`config.mk`:
```
export PLATFORM = sky130hd
export DESIGN_NAME = wdm_window_mon
export DESIGN_NICKNAME = d
export VERILOG_FILES = /design/src/rtl/wdm_pkg.sv /design/src/rtl/wdm_regs.sv /design/src/rtl/wdm_key.sv /design/src/rtl/wdm_count.sv /design/src/rtl/wdm_window_mon.sv
export SDC_FILE = /design/constraint.sdc
export NUM_CORES = 1
export LEC_CHECK = 0
export BUFFER_PORTS_ARGS = -buffer_cell sky130_fd_sc_hd__buf_2
export CORE_ASPECT_RATIO = 0.5
export CORE_MARGIN = 2
export CORE_UTILIZATION = 50
export CTS_BUF_LIST = sky130_fd_sc_hd__clkbuf_2 sky130_fd_sc_hd__clkbuf_4 sky130_fd_sc_hd__clkbuf_8
export DETAILED_ROUTE_END_ITERATION = 10
export PLACE_DENSITY = 0.78
export REMOVE_ABC_BUFFERS = 1
export SLEW_MARGIN = 20
export SYNTH_ARGS = -nofsm -noshare
export SYNTH_HDL_FRONTEND = slang
export SYNTH_SLANG_ARGS = --single-unit
```
`constraint.sdc`:
```
create_clock -name clk -period 3.1 [get_ports clk]
set_clock_uncertainty 0.1 [all_clocks]
set_input_delay 0.62 -clock clk [delete_from_list [all_inputs] [get_ports clk]]
set_output_delay 0.62 -clock clk [all_outputs]
set_load 0.1 [all_outputs]
```
`src/rtl/wdm_pkg.sv`:
```
package wdm_pkg;
    localparam int REG_W = 8;

    localparam logic [REG_W-1:0] KEY_FIRST  = 8'hB4;
    localparam logic [REG_W-1:0] KEY_SECOND = 8'h2C;

    typedef enum logic [1:0] {
        OFS_CTRL    = 2'd0,
        OFS_SERVICE = 2'd1,
        OFS_LOW     = 2'd2,
        OFS_HIGH    = 2'd3
    } ofs_e;

    typedef struct packed {
        logic inten;
        logic pin_en;
        logic pin_pol;
        logic en;
    } ctrl_t;
endpackage

```
`src/rtl/wdm_regs.sv`:
```
module wdm_regs
    import wdm_pkg::*;
(
    input  logic             clk,
    input  logic             rst_n,
    input  logic             bus_wr,
    input  logic             bus_rd,
    input  logic [1:0]       bus_addr,
    input  logic [REG_W-1:0] bus_wdata,
    output logic [REG_W-1:0] bus_rdata,
    output logic             bus_err,
    output ctrl_t            ctrl,
    output logic [REG_W-1:0] cmp_lo,
    output logic [REG_W-1:0] cmp_hi,
    output logic             restart
);
    typedef struct packed {
        ctrl_t            ctrl;
        logic             ctrl_lk;
        logic [REG_W-1:0] lo;
        logic             lo_lk;
        logic [REG_W-1:0] hi;
        logic             hi_lk;
        logic             err;
    } regs_t;

    regs_t r_d, r_q;

    always_comb begin
        r_d     = r_q;
        r_d.err = 1'b0;
        restart = 1'b0;
        if (bus_wr) begin
            case (ofs_e'(bus_addr))
                OFS_CTRL: begin
                    if (!r_q.ctrl_lk) begin
                        r_d.ctrl    = ctrl_t'(bus_wdata[3:0]);
                        r_d.ctrl_lk = 1'b1;
                        restart     = bus_wdata[0];
                    end else begin
                        r_d.ctrl.inten = bus_wdata[3];
                        if (bus_wdata[2:0] != r_q.ctrl[2:0]) r_d.err = 1'b1;
                    end
                end
                OFS_LOW: begin
                    if (!r_q.lo_lk) begin
                        r_d.lo    = bus_wdata;
                        r_d.lo_lk = 1'b1;
                    end else begin
                        r_d.err = 1'b1;
                    end
                end
                OFS_HIGH: begin
                    if (!r_q.hi_lk) begin
                        r_d.hi    = bus_wdata;
                        r_d.hi_lk = 1'b1;
                    end else begin
                        r_d.err = 1'b1;
                    end
                end
                default: ;
            endcase
        end
    end

    always_ff @(posedge clk or negedge rst_n) begin
        if (!rst_n) begin
            r_q    <= '0;
            r_q.hi <= '1;
        end else begin
            r_q <= r_d;
        end
    end

    always_comb begin
        bus_rdata = '0;
        if (bus_rd) begin
            case (ofs_e'(bus_addr))
                OFS_CTRL: bus_rdata = {{(REG_W-4){1'b0}}, r_q.ctrl};
                OFS_LOW:  bus_rdata = r_q.lo;
                OFS_HIGH: bus_rdata = r_q.hi;
                default:  bus_rdata = '0;
            endcase
        end
    end

    assign bus_err = r_q.err;
    assign ctrl    = r_q.ctrl;
    assign cmp_lo  = r_q.lo;
    assign cmp_hi  = r_q.hi;
endmodule

```
`src/rtl/wdm_key.sv`:
```
module wdm_key
    import wdm_pkg::*;
#(
    parameter int GAP_LIMIT = 15
) (
    input  logic             clk,
    input  logic             rst_n,
    input  logic             active,
    input  logic             svc_wr,
    input  logic [REG_W-1:0] svc_data,
    output logic             key_done,
    output logic             key_bad
);
    localparam int GAP_W = $clog2(GAP_LIMIT + 1);
    localparam logic [GAP_W-1:0] GAP_LAST = GAP_W'(GAP_LIMIT - 1);

    typedef struct packed {
        logic             armed;
        logic [GAP_W-1:0] gap;
    } key_t;

    key_t k_d, k_q;

    always_comb begin
        k_d      = k_q;
        key_done = 1'b0;
        key_bad  = 1'b0;
        if (!active) begin
            k_d.armed = 1'b0;
        end else if (svc_wr) begin
            if (!k_q.armed) begin
                if (svc_data == KEY_FIRST) begin
                    k_d.armed = 1'b1;
                    k_d.gap   = '0;
                end else begin
                    key_bad = 1'b1;
                end
            end else begin
                k_d.armed = 1'b0;
                if (svc_data == KEY_SECOND) key_done = 1'b1;
                else                        key_bad  = 1'b1;
            end
        end else if (k_q.armed) begin
            if (k_q.gap == GAP_LAST) begin
                key_bad   = 1'b1;
                k_d.armed = 1'b0;
            end else begin
                k_d.gap = k_q.gap + GAP_W'(1);
            end
        end
    end

    always_ff @(posedge clk or negedge rst_n) begin
        if (!rst_n) k_q <= '0;
        else        k_q <= k_d;
    end
endmodule

```
`src/rtl/wdm_count.sv`:
```
module wdm_count
    import wdm_pkg::*;
(
    input  logic             clk,
    input  logic             rst_n,
    input  logic             active,
    input  logic             restart,
    input  logic             key_done,
    input  logic             key_bad,
    input  logic             pin_hit,
    input  logic [REG_W-1:0] cmp_lo,
    input  logic [REG_W-1:0] cmp_hi,
    output logic [REG_W-1:0] cnt,
    output logic             tripped
);
    typedef struct packed {
        logic [REG_W-1:0] cnt;
        logic             trip;
    } cnt_t;

    cnt_t c_d, c_q;
    logic expire, early;

    always_comb begin
        c_d    = c_q;
        expire = c_q.cnt > cmp_hi;
        early  = key_done && (c_q.cnt < cmp_lo);
        if (restart) begin
            c_d.cnt  = '0;
            c_d.trip = 1'b0;
        end else if (active) begin
            if (key_done && !early)  c_d.cnt = '0;
            else if (c_q.cnt != '1)  c_d.cnt = c_q.cnt + REG_W'(1);
            if (expire || early || key_bad || pin_hit) c_d.trip = 1'b1;
        end
    end

    always_ff @(posedge clk or negedge rst_n) begin
        if (!rst_n) c_q <= '0;
        else        c_q <= c_d;
    end

    assign cnt     = c_q.cnt;
    assign tripped = c_q.trip;
endmodule

```
`src/rtl/wdm_window_mon.sv`:
```
module wdm_window_mon
    import wdm_pkg::*;
#(
    parameter int GAP_LIMIT = 15
) (
    input  logic             clk,
    input  logic             rst_n,
    input  logic             bus_wr,
    input  logic             bus_rd,
    input  logic [1:0]       bus_addr,
    input  logic [REG_W-1:0] bus_wdata,
    output logic [REG_W-1:0] bus_rdata,
    output logic             bus_err,
    input  logic             trip_in,
    output logic             trip_out_n,
    output logic             irq
);
    ctrl_t            ctrl;
    logic [REG_W-1:0] cmp_lo, cmp_hi, cnt;
    logic             restart, key_done, key_bad, pin_hit, tripped, svc_wr;

    wdm_regs u_regs (
        .clk(clk), .rst_n(rst_n), .bus_wr(bus_wr), .bus_rd(bus_rd),
        .bus_addr(bus_addr), .bus_wdata(bus_wdata), .bus_rdata(bus_rdata),
        .bus_err(bus_err), .ctrl(ctrl), .cmp_lo(cmp_lo), .cmp_hi(cmp_hi),
        .restart(restart)
    );

    assign svc_wr = bus_wr && (ofs_e'(bus_addr) == OFS_SERVICE);

    wdm_key #(.GAP_LIMIT(GAP_LIMIT)) u_key (
        .clk(clk), .rst_n(rst_n), .active(ctrl.en), .svc_wr(svc_wr),
        .svc_data(bus_wdata), .key_done(key_done), .key_bad(key_bad)
    );

    assign pin_hit = ctrl.pin_en && (trip_in == ctrl.pin_pol);

    wdm_count u_count (
        .clk(clk), .rst_n(rst_n), .active(ctrl.en), .restart(restart),
        .key_done(key_done), .key_bad(key_bad), .pin_hit(pin_hit),
        .cmp_lo(cmp_lo), .cmp_hi(cmp_hi), .cnt(cnt), .tripped(tripped)
    );

    assign trip_out_n = ~tripped;
    assign irq        = tripped && ctrl.inten;
endmodule

```
-- Word-level counts from Yosys, hierarchy flattened
Index checks and enable logic that the tools add are counted.
Widths: inputs -> output; s select.
- bits in registers: 38
- bits in latches: 0
- memory bits (writable): 0
- ROM bits: 0
- input bits: 15
- word-level logic and storage cells: 92
- memories kept: 0
- $add $sub $neg: 2
- multipliers: 0
- div/mod/pow operators: 0
- $lt $le $gt $ge: 2
- equal/unequal tests: 11
- shift-type cells: 0
- multiplexer cells: 35
- bitwise operators: 4
- reduce and logical (&&, ||, !) cells: 24
- operators with widths (cell ; number):
    $mux 8 ; 3
    $pmux 8 s3 ; 1
    $mux 1 ; 23
    $mux 9 ; 2
    $mux 5 ; 3
    $reduce_and 2->1 ; 5
    $reduce_and 3->1 ; 3
    $add 8x1->8 const B ; 1
    $eq 8x6->1 const B ; 1
    $eq 8x8->1 const B ; 1
    $gt 8x8->1 ; 1
    $lt 8x8->1 ; 1
    $mux 4 ; 2
    $ne 8x8->1 const B ; 1
    $reduce_bool 2->1 ; 4
    $logic_and 1x1->1 ; 5
    $reduce_and 5->1 ; 1
    $add 4x1->4 const B ; 1
    $eq 2x2->1 const B ; 2
    $eq 4x4->1 const B ; 1
    $ne 2x2->1 const B ; 2
    $not 1->1 ; 4
    $logic_or 1x1->1 ; 3
    $ne 3x3->1 ; 1
    6 further kinds ; 6

-- Depth between registers and ports, before layout
- word-level depth: 12
- mapped depth: 8
- gate-level depth less buffers: 8

-- Hierarchy
From an unflattened synthesis, not the netlist that was laid out.
- cells, all modules: 262
- area total of the unflattened synthesis: 2708.8 µm²
- by module, submodules not included (module ; instances ; cells each ; area an instance (µm²)):
    wdm_regs ; 1 ; 105 ; 1335.0
    wdm_count ; 1 ; 115 ; 980.9
    wdm_key ; 1 ; 36 ; 360.3
    wdm_window_mon ; 1 ; 6 ; 32.5

-- Worst setup path before layout
OpenSTA, ideal clock, no wires.
- kind: input port to output port
- start point: input port bus_addr[0]
- end point: output port bus_rdata[1]
- arrival time: 2.702 ns
- data required time: 2.380 ns
- path slack: -0.322 ns
- cell stages on the path: 6
- path buffers: 2
- cells stage by stage: buf_2 -> buf_1 -> nand2_1 -> o21ai_0 -> a22oi_1 -> nor2b_1
- word-level cells in the longest chain between the ends: 3
- RTL lines (item ; RTL line ; text):
    from (decl) ; wdm_window_mon.sv:10 ; input logic [1:0] bus_addr,
    $eq 2x2->1 or $logic_not 2->1 (tied branches) ; wdm_regs.sv:78 ; case (ofs_e'(bus_addr))
    $pmux 8 s3 * ; wdm_regs.sv:78 ;
    $mux 8 * ; wdm_regs.sv:77 ; if (bus_rd) begin
    to (decl) ; wdm_window_mon.sv:12 ; output logic [REG_W-1:0] bus_rdata,
Every way passes the cells marked *; elsewhere a longest branch is shown, timed or not.

-- Final worst setup path
- start point: input port bus_addr[0]
- end point: output port bus_rdata[2]
The elaborated chain is that of the path after synthesis.

==> run_summary.xml <==
<?xml version="1.0" encoding="UTF-8"?>
<metrics>
  <group name="power_and_ir_drop">
    <metric name="cellLeakagePower" unit="nW">1.21</metric>
    <metric name="power.density" unit="nW/um^2">753</metric>
    <metric name="ir_worst_vdd" unit="mV">0.259</metric>
    <metric name="fin_total_pwr" unit="mW">1.99</metric>
  </group>
  <group name="sta">
    <metric name="final_max_tran_viols" unit="">0</metric>
    <metric name="timing_hold_violations_final" unit="">0</metric>
    <metric name="timing.slew.headroom" unit="%">44.2</metric>
    <metric name="finalSetupViolations" unit="">0</metric>
    <metric name="period_share" unit="%">83.7</metric>
    <metric name="rsz_0062_raised_after_global_routing" unit="">false</metric>
    <metric name="clock.fmax" unit="GHz">0.385</metric>
    <metric name="finalSetupTns" unit="ns">0</metric>
    <metric name="pnr_worst_setup_slack" unit="ns">0.505</metric>
    <metric name="fin_worst_hold_slack" unit="ns">0.325</metric>
    <metric name="period_needed" unit="ns">2.59</metric>
    <metric name="worstMarginPinSlew" unit="ns">0.837</metric>
  </group>
  <group name="yosys">
    <metric name="avgSynthCellArea" unit="sq um">9.63</metric>
    <metric name="synthesis.area" unit="sq um">2370</metric>
    <metric name="synth-edff-count" unit="">0</metric>
    <metric name="synth_cell_types" unit="">49</metric>
    <metric name="post_synth_inst_count" unit="">246</metric>
    <metric name="netlist_top_cells_area" unit="">sky130_fd_sc_hd__dfrtp_1 32%, sky130_fd_sc_hd__ha_1 9.5%, sky130_fd_sc_hd__dfstp_2 8.9%, sky130_fd_sc_hd__mux2_2 6.7%, sky130_fd_sc_hd__nand2_1 4.8%</metric>
    <metric name="cell_accounting_for_the_most_synthesized_area" unit="">sky130_fd_sc_hd__dfrtp_1</metric>
    <metric name="post_synthesis_sequential_area_ratio" unit="%">40.6</metric>
    <metric name="synth-warning-count" unit="">0</metric>
    <metric name="number_of_register_bits_inferred_by_synthesis" unit="">38</metric>
    <metric name="async_reset_ff_share" unit="%">100</metric>
    <metric name="synthDominantCellAreaShare" unit="%">31.7</metric>
    <metric name="synth_ff_type" unit="">sky130_fd_sc_hd__dfrtp_1</metric>
  </group>
  <group name="clock_tree">
    <metric name="cts_num_sinks" unit="">38</metric>
    <metric name="clockRootBuffer" unit="">sky130_fd_sc_hd__clkbuf_8</metric>
    <metric name="cts_hold_repair.buffers" unit="">0</metric>
    <metric name="clock_tree.htree_level_count" unit="">2</metric>
    <metric name="postCtsResizedCells" unit="">0</metric>
    <metric name="worst_skew_pair.late_latency" unit="ns">0.30</metric>
    <metric name="clock_tree_from_tritoncts" unit="">done</metric>
    <metric name="cts_buffers" unit="">5</metric>
    <metric name="clk_transition_reported_paths" unit="ns">0.07</metric>
    <metric name="post-cts-setup-buffer-count" unit="">0</metric>
    <metric name="max_buffers_root_to_sink" unit="">2</metric>
  </group>
  <group name="worst_setup_path">
    <metric name="slowest_library_cell_on_the_worst_path" unit="">sky130_fd_sc_hd__buf_2</metric>
    <metric name="crit_path_start_kind" unit="">input pin</metric>
    <metric name="required" unit="ns">2.38</metric>
    <metric name="critPathMaxFanout" unit="">19</metric>
    <metric name="reg2reg_from" unit="">u_regs.cmp_hi[1]</metric>
    <metric name="worst_setup_path_end_kind" unit="">output port</metric>
    <metric name="cpMostUsedCell" unit="">sky130_fd_sc_hd__buf_2</metric>
    <metric name="timing.setup.critical_path_class" unit="">in2out</metric>
    <metric name="arrival" unit="ns">1.87</metric>
    <metric name="cell_breakdown_of_the_critical_path" unit="">buf_2, nor2_1, a22oi_1, nor2b_1, buf_2</metric>
    <metric name="critical_path.startpoint" unit="">bus_addr[0]</metric>
    <metric name="crit_family" unit="">buffers and inverters</metric>
    <metric name="worst-path-buf-inv" unit="">2</metric>
    <metric name="cpPeakStageDelay" unit="ns">0.44</metric>
  </group>
  <group name="grt">
    <metric name="global_route_wire_length_before_repair" unit="microns">9360</metric>
    <metric name="number_of_global_route_vias_before_repair" unit="">1944</metric>
    <metric name="gr_overflow_total" unit="">0</metric>
    <metric name="initial_antenna_violation_count" unit="">0</metric>
    <metric name="largest_net_degree_at_the_start_of_global_routing" unit="">39</metric>
    <metric name="grt_use_total" unit="%">23.8</metric>
  </group>
  <group name="cells_and_area">
    <metric name="n_antenna_cell" unit="">0</metric>
    <metric name="number_of_cells_in_the_finished_layout_apart_from_fillers" unit="">332</metric>
    <metric name="layout.nets" unit="">307</metric>
    <metric name="area_growth_syn_to_layout" unit="%">11.4</metric>
    <metric name="share_of_layout_cells_above_drive_strength_1" unit="%">27.3</metric>
  </group>
  <group name="route">
    <metric name="postRouteAntennaNets" unit="">0</metric>
    <metric name="dr_total_vias" unit="">1947</metric>
    <metric name="detail_route.first_pass.iterations" unit="">4</metric>
    <metric name="post-route-drc-count" unit="">0</metric>
    <metric name="wl_per_cell" unit="microns">16.9</metric>
    <metric name="drt_iter0_drc" unit="">120</metric>
    <metric name="routed_via_density" unit="">5.86</metric>
    <metric name="wl" unit="microns">5600</metric>
  </group>
  <group name="hold_path">
    <metric name="type_of_the_tightest_min_delay_check" unit="">in2async</metric>
  </group>
  <group name="die">
    <metric name="floorplan.io_pins" unit="">26</metric>
    <metric name="core.rowCount" unit="">17</metric>
    <metric name="die-area" unit="sq um">5340</metric>
    <metric name="floorplan.core_area" unit="sq um">4470</metric>
    <metric name="die_w" unit="microns">101</metric>
    <metric name="chip_height" unit="microns">52.7</metric>
    <metric name="start_util" unit="%">53.0</metric>
  </group>
  <group name="placed_design">
    <metric name="dp.cells" unit="">324</metric>
    <metric name="place.port_buffers" unit="">25</metric>
    <metric name="place_worst_setup_slack" unit="ns">0.536</metric>
    <metric name="detailed_place_hpwl" unit="microns">4070</metric>
    <metric name="routabilityCongestion" unit="">0.895</metric>
  </group>
  <group name="job">
    <metric name="maxCapViolations" unit="">0</metric>
  </group>
  <group name="outcome">
    <metric name="outcome" unit="">finished clean</metric>
  </group>
</metrics>
==> sequential cells by signal (all words and copies together) (netlist names) <==
name,cells
u_regs.r_q,3
u_regs.cmp_hi,8
u_regs.cmp_lo,8
u_count.tripped,1
u_regs.ctrl,4
u_key.k_q,5
u_count.cnt,8
u_regs.bus_err,1
==> area by class of cell <==
class	count	area [sq um]
Clock buffer	7	90.1
Clock inverter	1	5.00
Fill cell	374	1830
Inverter	21	78.8
Multi-Input combinational cell	180	1280
Sequential cell	38	961
Tap cell	57	71.3
Timing Repair Buffer	28	148
==> worst register-to-register path, stage by stage, from the launching register on <==
cell	delay (ns)
sky130_fd_sc_hd__dfstp_2	0.55
sky130_fd_sc_hd__inv_1	0.06
sky130_fd_sc_hd__ha_1	0.30
sky130_fd_sc_hd__nor2b_1	0.14
sky130_fd_sc_hd__o211ai_1	0.20
sky130_fd_sc_hd__a21oi_1	0.09
sky130_fd_sc_hd__a2111oi_0	0.32
sky130_fd_sc_hd__o21bai_1	0.21
sky130_fd_sc_hd__a31oi_1	0.13
==> cells in the mapped netlist, types with 2 or more instances <==
| library cell | instances |
|---|---|
| sky130_fd_sc_hd__nand3_1 | 6 |
| sky130_fd_sc_hd__mux2_2 | 14 |
| sky130_fd_sc_hd__inv_1 | 21 |
| sky130_fd_sc_hd__mux2i_1 | 5 |
| sky130_fd_sc_hd__nand2b_1 | 3 |
| sky130_fd_sc_hd__o21ai_0 | 20 |
| sky130_fd_sc_hd__and3_1 | 2 |
| sky130_fd_sc_hd__dfstp_2 | 8 |
| sky130_fd_sc_hd__nor2b_1 | 5 |
| sky130_fd_sc_hd__a22oi_1 | 4 |
| sky130_fd_sc_hd__xnor2_1 | 2 |
| sky130_fd_sc_hd__xor2_1 | 3 |
| sky130_fd_sc_hd__ha_1 | 18 |
| sky130_fd_sc_hd__dfrtp_1 | 30 |
| sky130_fd_sc_hd__a21oi_1 | 11 |
| sky130_fd_sc_hd__and3_4 | 2 |
| sky130_fd_sc_hd__clkbuf_1 | 3 |
| sky130_fd_sc_hd__nor2_1 | 11 |
| sky130_fd_sc_hd__nand4_1 | 8 |
| sky130_fd_sc_hd__or4_1 | 2 |
| sky130_fd_sc_hd__and2_1 | 2 |
| sky130_fd_sc_hd__nand2_1 | 30 |
| sky130_fd_sc_hd__o21bai_1 | 2 |
| sky130_fd_sc_hd__or2_2 | 7 |
| sky130_fd_sc_hd__nor3_1 | 2 |
| sky130_fd_sc_hd__o2bb2ai_1 | 2 |
==> routing by layer <==
| metal | track usage (%) | vias up | wire [microns] |
|---|---|---|---|
| met5 | 0 | - | 0 |
| met4 | 10.4 | 0 | 105 |
| met3 | 5.20 | 13 | 210 |
| met2 | 39.5 | 44 | 2690 |
| met1 | 30.3 | 965 | 2590 |
| li1 | - | 925 | - |
==> power breakdown <==
group          leakage, nW  total [mW]  internal [mW]  switching (mW)
combinational        0.714       0.831          0.310           0.521
clock               0.0517       0.365          0.188           0.177
sequential           0.440       0.790          0.638           0.152
==> logic make-up after synthesis <==
logic type               count (synthesis)  synth area share, %
AND/OR/NAND/NOR                         87                 20.2
buffers and inverters                   28                 5.23
flip-flops                              38                 40.6
multiplexers                            19                 8.77
AO/OA/AOI/OAI                           51                 13.9
adder cells (fa/ha/maj)                 18                 9.51
XOR/XNOR                                 5                 1.85
==> path summary, 6_finish.rpt <==
path	endpoint	slack [ns]	cells after the start
min in group clk	u_regs.r_q[1]	0.39	1
max in group asynchronous	u_count.cnt[0]	2.04	1
worst max register to register	u_count.tripped	0.86	8
worst min-delay path	u_regs.r_q[1]	0.32	1
worst max-delay path	bus_rdata[2]	0.51	5
worst min register to register	u_regs.r_q[1]	0.39	1
==> placed cells by master (no fill, tap or decap), types with 8 or more instances in the layout <==
cell	count
sky130_fd_sc_hd__nand2_1	30
sky130_fd_sc_hd__nor2_1	11
sky130_fd_sc_hd__mux2_2	14
sky130_fd_sc_hd__ha_1	18
sky130_fd_sc_hd__dfstp_2	8
sky130_fd_sc_hd__nand4_1	8
sky130_fd_sc_hd__o21ai_0	20
sky130_fd_sc_hd__dfrtp_1	30
sky130_fd_sc_hd__a21oi_1	11
sky130_fd_sc_hd__inv_1	21
sky130_fd_sc_hd__buf_2	25
==> stage by stage <==
| step | util, % | instance area (sq um) |
|---|---|---|
| final | 59.0 | 2640 |
| after global routing | 59.0 | 2640 |
| after CTS | 59.0 | 2640 |
| after detailed placement | 56.9 | 2540 |
| after global placement | 56.9 | 2540 |
| after floorplan | - | 2320 |
(Power assumes the default switching activity.)
